==> src/rtl/rx_pkg.sv <==
package rx_pkg;
    typedef enum logic [2:0] {
        RX_IDLE  = 3'd0,
        RX_START = 3'd1,
        RX_DATA  = 3'd2,
        RX_STOP  = 3'd3,
        RX_WAIT  = 3'd4
    } rx_state_e;
endpackage

==> src/rtl/rx_sync.sv <==
module rx_sync #(
    parameter int  STAGES   = 2,
    parameter logic RST_VAL = 1'b1
) (
    input  logic clk_i,
    input  logic rst_i,
    input  logic d_i,
    output logic q_o
);
    logic [STAGES-1:0] chain_d, chain_q;

    generate
        if (STAGES == 1) begin : g_one
            always_comb chain_d = d_i;
        end else begin : g_many
            always_comb chain_d = {chain_q[STAGES-2:0], d_i};
        end
    endgenerate

    always_ff @(posedge clk_i) begin
        if (rst_i) chain_q <= {STAGES{RST_VAL}};
        else       chain_q <= chain_d;
    end

    assign q_o = chain_q[STAGES-1];
endmodule

==> src/rtl/rx_shift.sv <==
module rx_shift #(
    parameter int WIDTH = 8
) (
    input  logic             clk_i,
    input  logic             rst_i,
    input  logic             shift_i,
    input  logic             bit_i,
    output logic [WIDTH-1:0] word_o
);
    logic [WIDTH-1:0] sr_d, sr_q;

    always_comb begin
        sr_d = sr_q;
        if (shift_i) begin
            sr_d = {bit_i, sr_q[WIDTH-1:1]};
        end
    end

    always_ff @(posedge clk_i) begin
        if (rst_i) sr_q <= '0;
        else       sr_q <= sr_d;
    end

    assign word_o = sr_q;
endmodule

==> src/rtl/rx_out.sv <==
module rx_out #(
    parameter int WIDTH = 8
) (
    input  logic             clk_i,
    input  logic             rst_i,
    input  logic             load_i,
    input  logic [WIDTH-1:0] word_i,
    input  logic             oe_i,
    output logic [WIDTH-1:0] data_o
);
    logic [WIDTH-1:0] hold_d, hold_q;

    always_comb begin
        hold_d = hold_q;
        if (load_i) hold_d = word_i;
    end

    always_ff @(posedge clk_i) begin
        if (rst_i) hold_q <= '0;
        else       hold_q <= hold_d;
    end

    assign data_o = oe_i ? hold_q : '0;
endmodule

==> src/rtl/serial_byte_rx.sv <==
module serial_byte_rx
    import rx_pkg::*;
#(
    parameter int DATA_W      = 8,
    parameter int OVERSAMPLE  = 8,
    parameter int SYNC_STAGES = 2
) (
    input  logic              clk_i,
    input  logic              rst_i,
    input  logic              tick_i,
    input  logic              rx_i,
    input  logic              oe_i,
    output logic [DATA_W-1:0] data_o,
    output logic              valid_o
);
    localparam int CNT_W = $clog2(OVERSAMPLE);
    localparam int IDX_W = $clog2(DATA_W);
    localparam int HALF  = OVERSAMPLE / 2;
    localparam logic [CNT_W-1:0] CNT_HALF = CNT_W'(HALF - 1);
    localparam logic [CNT_W-1:0] CNT_LAST = CNT_W'(OVERSAMPLE - 1);
    localparam logic [IDX_W-1:0] IDX_LAST = IDX_W'(DATA_W - 1);

    typedef struct packed {
        rx_state_e        st;
        logic [CNT_W-1:0] cnt;
        logic [IDX_W-1:0] idx;
        logic             strobe;
    } ctl_t;

    localparam ctl_t CTL_RST = '{st: RX_IDLE, cnt: '0, idx: '0, strobe: 1'b0};

    ctl_t ctl_d, ctl_q;
    logic line_s;
    logic shift_en;
    logic accept;
    logic [DATA_W-1:0] word;

    rx_state_e        state_q;
    logic [CNT_W-1:0] cnt_q;
    assign state_q = ctl_q.st;
    assign cnt_q   = ctl_q.cnt;

    rx_sync #(.STAGES(SYNC_STAGES), .RST_VAL(1'b1)) sync_i (
        .clk_i (clk_i),
        .rst_i (rst_i),
        .d_i   (rx_i),
        .q_o   (line_s)
    );

    always_comb begin
        ctl_d        = ctl_q;
        ctl_d.strobe = 1'b0;
        shift_en     = 1'b0;
        accept       = 1'b0;
        if (tick_i) begin
            unique case (ctl_q.st)
                RX_IDLE: begin
                    if (!line_s) begin
                        ctl_d.st  = RX_START;
                        ctl_d.cnt = '0;
                    end
                end
                RX_START: begin
                    if (ctl_q.cnt == CNT_HALF) begin
                        ctl_d.cnt = '0;
                        ctl_d.idx = '0;
                        ctl_d.st  = line_s ? RX_IDLE : RX_DATA;
                    end else begin
                        ctl_d.cnt = ctl_q.cnt + 1'b1;
                    end
                end
                RX_DATA: begin
                    if (ctl_q.cnt == CNT_LAST) begin
                        shift_en  = 1'b1;
                        ctl_d.cnt = '0;
                        if (ctl_q.idx == IDX_LAST) ctl_d.st  = RX_STOP;
                        else                       ctl_d.idx = ctl_q.idx + 1'b1;
                    end else begin
                        ctl_d.cnt = ctl_q.cnt + 1'b1;
                    end
                end
                RX_STOP: begin
                    if (ctl_q.cnt == CNT_LAST) begin
                        ctl_d.cnt = '0;
                        if (line_s) begin
                            accept       = 1'b1;
                            ctl_d.strobe = 1'b1;
                            ctl_d.st     = RX_IDLE;
                        end else begin
                            ctl_d.st = RX_WAIT;
                        end
                    end else begin
                        ctl_d.cnt = ctl_q.cnt + 1'b1;
                    end
                end
                RX_WAIT: begin
                    if (line_s) ctl_d.st = RX_IDLE;
                end
                default: ctl_d = CTL_RST;
            endcase
        end
    end

    always_ff @(posedge clk_i) begin
        if (rst_i) ctl_q <= CTL_RST;
        else       ctl_q <= ctl_d;
    end

    rx_shift #(.WIDTH(DATA_W)) shift_i (
        .clk_i   (clk_i),
        .rst_i   (rst_i),
        .shift_i (shift_en),
        .bit_i   (line_s),
        .word_o  (word)
    );

    rx_out #(.WIDTH(DATA_W)) out_i (
        .clk_i  (clk_i),
        .rst_i  (rst_i),
        .load_i (accept),
        .word_i (word),
        .oe_i   (oe_i),
        .data_o (data_o)
    );

    assign valid_o = ctl_q.strobe;
endmodule

==> config.mk <==
export PLATFORM = sky130hd
export DESIGN_NAME = serial_byte_rx
export DESIGN_NICKNAME = d
export VERILOG_FILES = /design/src/rtl/rx_pkg.sv /design/src/rtl/rx_sync.sv /design/src/rtl/rx_shift.sv /design/src/rtl/rx_out.sv /design/src/rtl/serial_byte_rx.sv
export SDC_FILE = /design/constraint.sdc
export NUM_CORES = 1
export LEC_CHECK = 0
export BUFFER_PORTS_ARGS = -buffer_cell sky130_fd_sc_hd__buf_2
export CAP_MARGIN = 20
export CORE_MARGIN = 8
export CORE_UTILIZATION = 56
export DETAILED_ROUTE_END_ITERATION = 10
export MAX_ROUTING_LAYER = met4
export PLACE_DENSITY = 0.77
export SLEW_MARGIN = 10
export SYNTH_ARGS = -nofsm -noshare
export SYNTH_HDL_FRONTEND = slang
export SYNTH_SLANG_ARGS = --single-unit
==> constraint.sdc <==
create_clock -name clk_i -period 2.1 [get_ports clk_i]
set_input_delay 0.105 -clock clk_i [delete_from_list [all_inputs] [get_ports clk_i]]
set_output_delay 0.105 -clock clk_i [all_outputs]
set_load 0.05 [all_outputs]
# --- Yosys cells after proc, flatten, opt, wreduce, memory -nomap -nowiden ---
# Index checks and enable logic that the tools add are counted.
word_totals:
  wordCells: 57
  ff_bits: 28
  in_bits: 5
  out_inout_bits: 9
classes:
  n_bitwise: 3
  n_eq_ne: 14
  reduce_logical: 7
  n_mux: 24
  n_addsub: 2
ops:
  columns: ["op", "n"]
  rows:
  - ["$mux 3", 11]
  - ["$pmux 3 s5", 1]
  - ["$ne 2x2->1 const B", 6]
  - ["$pmux 3 s4", 1]
  - ["$eq 3x2->1 const B", 3]
  - ["$eq 3x3->1 const B", 3]
  - ["$pmux 3 s3", 1]
  - ["$mux 8", 1]
  - ["$mux 1", 7]
  - ["$reduce_and 7->1", 1]
  - ["$add 3x1->3 const B", 2]
  - ["$mux 6", 1]
  - ["$reduce_and 5->1", 1]
  - ["$reduce_or 2->1", 2]
  - ["$eq 3x1->1 const B", 1]
  - ["$logic_not 3->1", 1]
  - ["$not 1->1", 3]
  - ["$reduce_and 3->1", 1]
  - ["$reduce_or 3->1", 1]
  - ["$mux 2", 1]
  - ["$ne 2x1->1 const B", 1]

# --- Logic depth before layout (Yosys ltp) ---
# Gate-level depths: netlist of run 1.
logic_depth:
  depth_word: 4
  mapped_depth: 7
  depth_no_buf: 7

# --- By module ---
# A second synthesis of run 1 with hierarchy kept.
hier_totals:
  hier_cells: 146
  area_unflattened_um2: 1361.3
modules_own_cells:
  columns: ["module", "cells_per_inst", "instances", "seq_area_each_um2", "area_each_um2"]
  rows:
  - ["serial_byte_rx", 82, 1, 200.2, 688.2]
  - ["rx_out", 34, 1, 160.2, 335.3]
  - ["rx_shift", 26, 1, 160.2, 285.3]
  - ["rx_sync", 4, 1, 40.0, 52.6]

# --- Worst setup path before layout of run 1 ---
# No wires, ideal clock.
synth_path:
  path_type: "flip-flop to flip-flop"
  startpoint: "register ctl_q, in the netlist cnt_q[0]"
  endpoint: "register ctl_q, in the netlist state_q[1]"
  setup_ps: 88
  arrival_time_ps: 1556
  slack_ps: 455
  period_less_slack_ps: 1645
  n_path_buf: 0
  stages_incl_launch_ff: 7
  required_time_ps: 2012
  cell_sequence: "dfxtp_1 -> ha_1 -> ha_1 -> nand4bb_1 -> o311ai_1 -> or3_1 -> o32ai_2"
synth_via:
  elab_chain_len: 3
  word_cells_on_any_way: 6
  classes_between: "5 x eq/ne; 1 x reduce/logical"
synth_rtl:
  columns: ["item", "line", "rtl"]
  rows:
  - ["start, declared", "serial_byte_rx.sv:32", "ctl_t ctl_d, ctl_q;"]
  - ["start signal, assigned", "serial_byte_rx.sv:106", "else ctl_q <= ctl_d;"]
  - ["$eq 3x3->1 / $eq 3x2->1 (equally long branches)", "serial_byte_rx.sv:73, serial_byte_rx.sv:83, serial_byte_rx.sv:64", null]
  - ["$ne 2x2->1 (no source line)", null, null]
  - ["$reduce_and 7->1 (no source line) (*)", null, null]
# Every way passes the cells marked *; elsewhere a longest branch is shown, timed or not.
# A chain may end at the register's enable or synchronous reset.

# --- Worst setup path in the final report of run 1 ---
# Ends and elaborated chain as after synthesis.

==> results_dict.tcl, run 1 <==
set metrics [dict create \
    arrival_ns 2.08 \
    vdd_drop_max_v 0.0005664 \
    syn-mean-instance-area_um2 9.456 \
    viasPerCell 5.528 \
    port_buffers 13 \
    grt_pass1_wl_um 4036 \
    root_buffer "clkbuf_4" \
    min_path_cells 3 \
    grt_usage 0.1205 \
    max_freq_mhz 547.2 \
    final_antenna_net_count 0 \
    die_h_um 64.62 \
    rr_endpoint "state_q[1]" \
    cp_data_required_time_ns 2.35 \
    start_kind "flop" \
    top_layer "met4" \
    crit_start "cnt_q[0]" \
    drtIter0Drc 30 \
    synth_edf_count 0 \
    synth-async-reset-ratio 0 \
    cts.sinks 28 \
    multi_input_area_um2 719.4 \
    clock_path_buffers 2 \
    antenna_found_initial 0 \
    path_max_fanout 4 \
    dr.pass1.iters 4 \
    ios 14 \
    drc_errors 0 \
    nets 165 \
    crit_type "reg -> reg" \
    n_fill_cell 200 \
    powerDensity_nw_per_um2 644.2 \
    post_dp_cell_area_um2 1395 \
    layout_min_cycle_time_ns 1.827 \
    min_period_over_period 0.8702 \
    dr_wl_met2_um 1106 \
    worstSetupEndpointType "flop" \
    total_power_uw 939.0 \
    tightestPinTransition_ns 0.5021 \
    slew_violations 0 \
    dpl.cell_count 175 \
    rsz0062_at_grt "no" \
    clock_skew_ns 0.002086 \
    timing.setup.tns_ns 0 \
    postCtsSetupRepairBufs 0 \
    rr_worst_depth 6 \
    holdWs_ns 0.1569 \
    grt-ovfl-total 0 \
    outcome "finished clean" \
    yosys_warnings 0 \
    slew_headroom 0.6653 \
    synth_top_area_share 0.4234 \
    cts-buffers-inserted 3 \
    diodes 0 \
    clkLatencyLatePin_ns 0.32 \
    grt_max_degree 32 \
    place.gp.congestion 0.7367 \
    synth_area_um2 1324 \
    clk_pin_slew_worst_paths_ns 0.15 \
    seqCellArea_um2 560.5 \
    grt_pass1_vias 918 \
    dieArea_um2 4176 \
    leakagePower_nw 0.5428 \
    yosysTopAreaCell "dfxtp_1" \
    cts_resized 0 \
    vias 995 \
    synth_seq_area_share 0.4234 \
    layout-drive-gt1-share 0.1579 \
    avgRoutedWirePerCell_um 13.16 \
    min_path_type "in -> reg" \
    finalNonFillerCells 180 \
    syn_inst 140 \
    synthToLayoutAreaGrowth_pct 10.11 \
    rr_startpoint "cnt_q[0]" \
    finalHoldViolCount 0 \
    min-delay-start "tick_i" \
    die_w_um 64.62 \
    htreeDepth 1 \
    wl_met1_um 1183 \
    synth_fp_nets 152 \
    final_area_um2 1458 \
    dr_wl_met3_um 65 \
    start_util 0.5927 \
    synth_area_leaders "dfxtp_1 42%, mux2i_1 13%, ha_1 6.6%" \
    wirelength_um 2368 \
    rows 17 \
    coreArea_um2 2233 \
    max-cap-violations 0 \
    fin_ws_ns 0.2725 \
    dpl_worst_slack_ns 0.2995 \
    synth-main-ff-cell "dfxtp_1" \
    min_to "cnt_q[2]" \
    utilization 0.6527 \
    ys_ff_latch 28 \
    yosys.cell_types.count 33 \
    reg2reg_slack_ns 0.27 \
    place_hpwl_um 1645 \
    setup_viol 0 \
    cts_tree "built" \
]
==> cell usage in the layout, fill, tap and decap left out, types with 2 or more instances in the layout <==
| cell | n |
|---|---|
| nor3_1 | 2 |
| nand2_1 | 4 |
| ha_1 | 7 |
| nand2b_1 | 7 |
| nor2_1 | 20 |
| and2_1 | 9 |
| o21ai_0 | 6 |
| a21oi_1 | 4 |
| clkbuf_4 | 3 |
| buf_2 | 13 |
| or2_2 | 3 |
| nor2_4 | 2 |
| dfxtp_1 | 28 |
| nand3b_1 | 5 |
| mux2i_1 | 17 |
| inv_1 | 4 |
==> worst max-delay path: stages (launching register included) <==
cell	delay [ns]
dfxtp_1	0.38
ha_1	0.23
ha_1	0.19
nand4bb_1	0.12
o311ai_1	0.15
or3_1	0.41
o32ai_2	0.26
==> cell usage after synthesis (all sizes together) (3+ instances only) <==
library cell  instances
dfxtp                28
nor2                 22
mux2i                17
and2                  9
ha                    7
nand2b                7
o21ai                 6
nand3b                5
a21oi                 4
inv                   4
nand2                 4
buf                   3
clkbuf                3
or2                   3
==> power breakdown <==
part	internal, mW	leakage [nW]	total [mW]	switching, mW
logic	0.0173	0.289	0.0406	0.0232
registers	0.537	0.226	0.546	0.00874
clock network	0.193	0.0279	0.353	0.160
==> final cells by class <==
class,instances,area share
inverters,4,0.01030
flip-flops and latches,28,0.3845
multi-input cells,102,0.4936
clock buffers,3,0.01545
clock inverters,1,0.02060
repair buffers,14,0.05150
well taps,28,0.02403
==> logic make-up after synthesis <==
| group | Yosys count | share of synthesized area |
|---|---|---|
| AOI/OAI and AO/OA | 19 | 0.09643 |
| buffers and inverters | 10 | 0.03308 |
| DFF | 28 | 0.4234 |
| adders and majority gates | 7 | 0.06616 |
| xor gates and xnor gates | 1 | 0.006617 |
| muxes | 17 | 0.1285 |
| and+or+nand+nor | 58 | 0.2457 |
==> registers in the layout (all words and copies together) (netlist names) <==
name            flops
cnt_q               3
ctl_q               3
out_i.hold_q        8
shift_i.word_o      8
state_q             3
sync_i.chain_q      2
valid_o             1
==> worst max path at each step <==
stage | endpoint | slack [ns] | cells past startpoint
2_1_floorplan | state_q[1] | 0.46 | 6
3_3_place_gp | state_q[1] | 0.38 | 6
6_report | state_q[1] | 0.27 | 6
5_1_grt | state_q[1] | 0.15 | 6
3_5_place_dp | state_q[1] | 0.30 | 6
4_1_cts | state_q[1] | 0.27 | 6
==> what timing repair did <==
action | 4_1_cts | 5_1_grt
setup endpoints to repair | 0 | 0
hold endpoints to repair | 1 | 0
hold buffers | 1 | 0
==> routing by layer <==
layer	global-route usage	up-vias
met4	0.04905	0
li1	-	506
met1	0.1388	471
met2	0.1963	16
met3	0.02921	2
met5	-	-
Note: power is estimated with default switching activity, not from simulation.
==> run 2, diff against run 1 <==
--- a/config.mk
+++ b/config.mk
@@ -8,10 +8,10 @@
 export BUFFER_PORTS_ARGS = -buffer_cell sky130_fd_sc_hd__buf_2
 export CAP_MARGIN = 20
 export CORE_MARGIN = 8
-export CORE_UTILIZATION = 56
+export CORE_UTILIZATION = 55
 export DETAILED_ROUTE_END_ITERATION = 10
 export MAX_ROUTING_LAYER = met4
-export PLACE_DENSITY = 0.77
+export PLACE_DENSITY = 0.76
 export SLEW_MARGIN = 10
 export SYNTH_ARGS = -nofsm -noshare
 export SYNTH_HDL_FRONTEND = slang
==> results_dict.tcl, run 2 (synthesis gave the netlist of run 1 again) <==
set metrics [dict create \
    outcome "finished clean" \
    cp_data_required_time_ns 2.37 \
    rows 17 \
    swShare 0.2053 \
    antenna_found_initial 0 \
    avgRoutedWirePerCell_um 14.01 \
    crit_family "simple AND/OR/NAND/NOR gates" \
    die_w_um 65.06 \
    slew_violations 0 \
    layout-drive-gt1-share 0.1579 \
    vias 996 \
    place.gp.congestion 0.8481 \
    slew_headroom 0.6666 \
    utilization 0.6465 \
    clkPwrFrac 0.376 \
    nets 165 \
    clkLatencyLatePin_ns 0.33 \
    worstSetupEndpointType "flop" \
    cts_resized 0 \
    crit_top_cell "ha_1" \
    dieArea_um2 4233 \
    final_antenna_net_count 0 \
    crit_type "reg -> reg" \
    port_buffers 13 \
    layout_min_cycle_time_ns 1.824 \
    crit_chain "ha_1, ha_1, or3b_2, a21oi_1, mux2i_1, nor2_1" \
    grt_usage 0.1256 \
    vdd_drop_max_v 0.0006242 \
    max_stage_delay_ns 0.46 \
    grt_pass1_wl_um 4209 \
    finalHoldViolCount 0 \
    rsz0062_at_grt "no" \
    cts.sinks 28 \
    intPower_uw 747.1 \
    rr_worst_depth 6 \
    min_period_over_period 0.8687 \
    die_h_um 65.06 \
    place_hpwl_um 1763 \
    root_buffer "clkbuf_4" \
    switchingPower_uw 193.0 \
    seqPwrFrac 0.580 \
    max_freq_mhz 548.2 \
    grt_max_degree 32 \
    layout_commonest_cell "dfxtp_1" \
    arrival_ns 2.09 \
    power_frac_comb 0.043 \
    start_util 0.5871 \
    synthToLayoutAreaGrowth_pct 10.11 \
    cts_tree "built" \
    crit_start "cnt_q[0]" \
    start_kind "flop" \
    grt_pass1_vias 939 \
    coreArea_um2 2255 \
    path_max_fanout 4 \
    grt-ovfl-total 0 \
    tightestPinTransition_ns 0.5001 \
    viasPerCell 5.533 \
    setup_viol 0 \
    clk_pin_slew_worst_paths_ns 0.15 \
    diodes 0 \
    clock_skew_ns 0.003082 \
    wirelength_um 2522 \
    clock_path_buffers 2 \
    crit_path_end "cnt_q[0]" \
    rr_startpoint "cnt_q[0]" \
    min_path_type "in -> reg" \
    leakagePower_nw 0.5428 \
    layout_common_cells "28 x dfxtp_1, 20 x nor2_1, 17 x mux2i_1" \
    path_depth 6 \
    rr_endpoint "cnt_q[0]" \
    powerDensity_nw_per_um2 645.0 \
    cts-buffers-inserted 3 \
    htreeDepth 1 \
    dr.pass1.iters 4 \
    max-cap-violations 0 \
    cpMaxStageDelayCell "or3b_2" \
    drtIter0Drc 61 \
    ios 14 \
    total_power_uw 940.1 \
    holdWs_ns 0.1566 \
    critPathBufInv 0 \
    timing.setup.tns_ns 0 \
    reg2reg_slack_ns 0.28 \
    drc_errors 0 \
]
[run 2: cell counts in the layout (fill, tap and decap cells not counted)]
Identical to the previous run, type by type.
[run 2: timing repair]
action,in CTS,in global routing
endpoints found under the hold margin,1,0
hold buffers,1,0
buffers inserted,0,0
setup endpoints to repair,0,0
[run 2: layout make-up]
cell class                 count  area (um^2)
timing repair buffer          14        75.07
clock inverter                 1        30.03
sequential                    28        560.5
fill                         212        797.0
inverter                       4        15.01
multi-input combinational    102        719.4
clock buffer                   3        22.52
tap                           28        35.03
[run 2: how the worst min path moves through the flow]
stage,slack [ns],to,start,depth (start not counted)
6_report,0.16,cnt_q[2],tick_i,3
5_1_grt,0.18,cnt_q[2],tick_i,3
4_1_cts,0.14,cnt_q[2],tick_i,3
3_5_place_dp,0.29,sync_i.chain_q[0],rx_i,2
3_3_place_gp,0.29,sync_i.chain_q[0],rx_i,2
2_1_floorplan,0.21,sync_i.chain_q[0],rx_i,1
[run 2: layer usage]
metal	up-vias	wire length [um]	GRT usage
li1	504	-	-
met1	468	1173	0.1546
met2	20	1249	0.1925
met3	4	62	0.02577
met4	0	36	0.05722
met5	-	0	-
[run 2: power groups by stage]
stage / combinational [mW] / sequential [mW] / clock, mW
floorplan: 0.0312 / 0.552 / 0
global placement: 0.0375 / 0.556 / 0
detailed placement: 0.0389 / 0.557 / 0
CTS: 0.0407 / 0.546 / 0.365
global route: 0.0457 / 0.547 / 0.381
finish: 0.0406 / 0.546 / 0.354
[run 2: per-stage QoR]
step                      instances  worst slack, ns  area (um^2)
after floorplan                 140           0.4554         1324
after global placement          175           0.3712         1395
after detailed placement        175           0.3155         1395
after CTS                       180           0.2604         1458
after global routing            180           0.1647         1458
final                           180           0.2758         1458
[run 2: worst min-delay path: stages]
cell and delay (ns):
buf_2 0.14, o31ai_1 0.12, a211oi_1 0.08
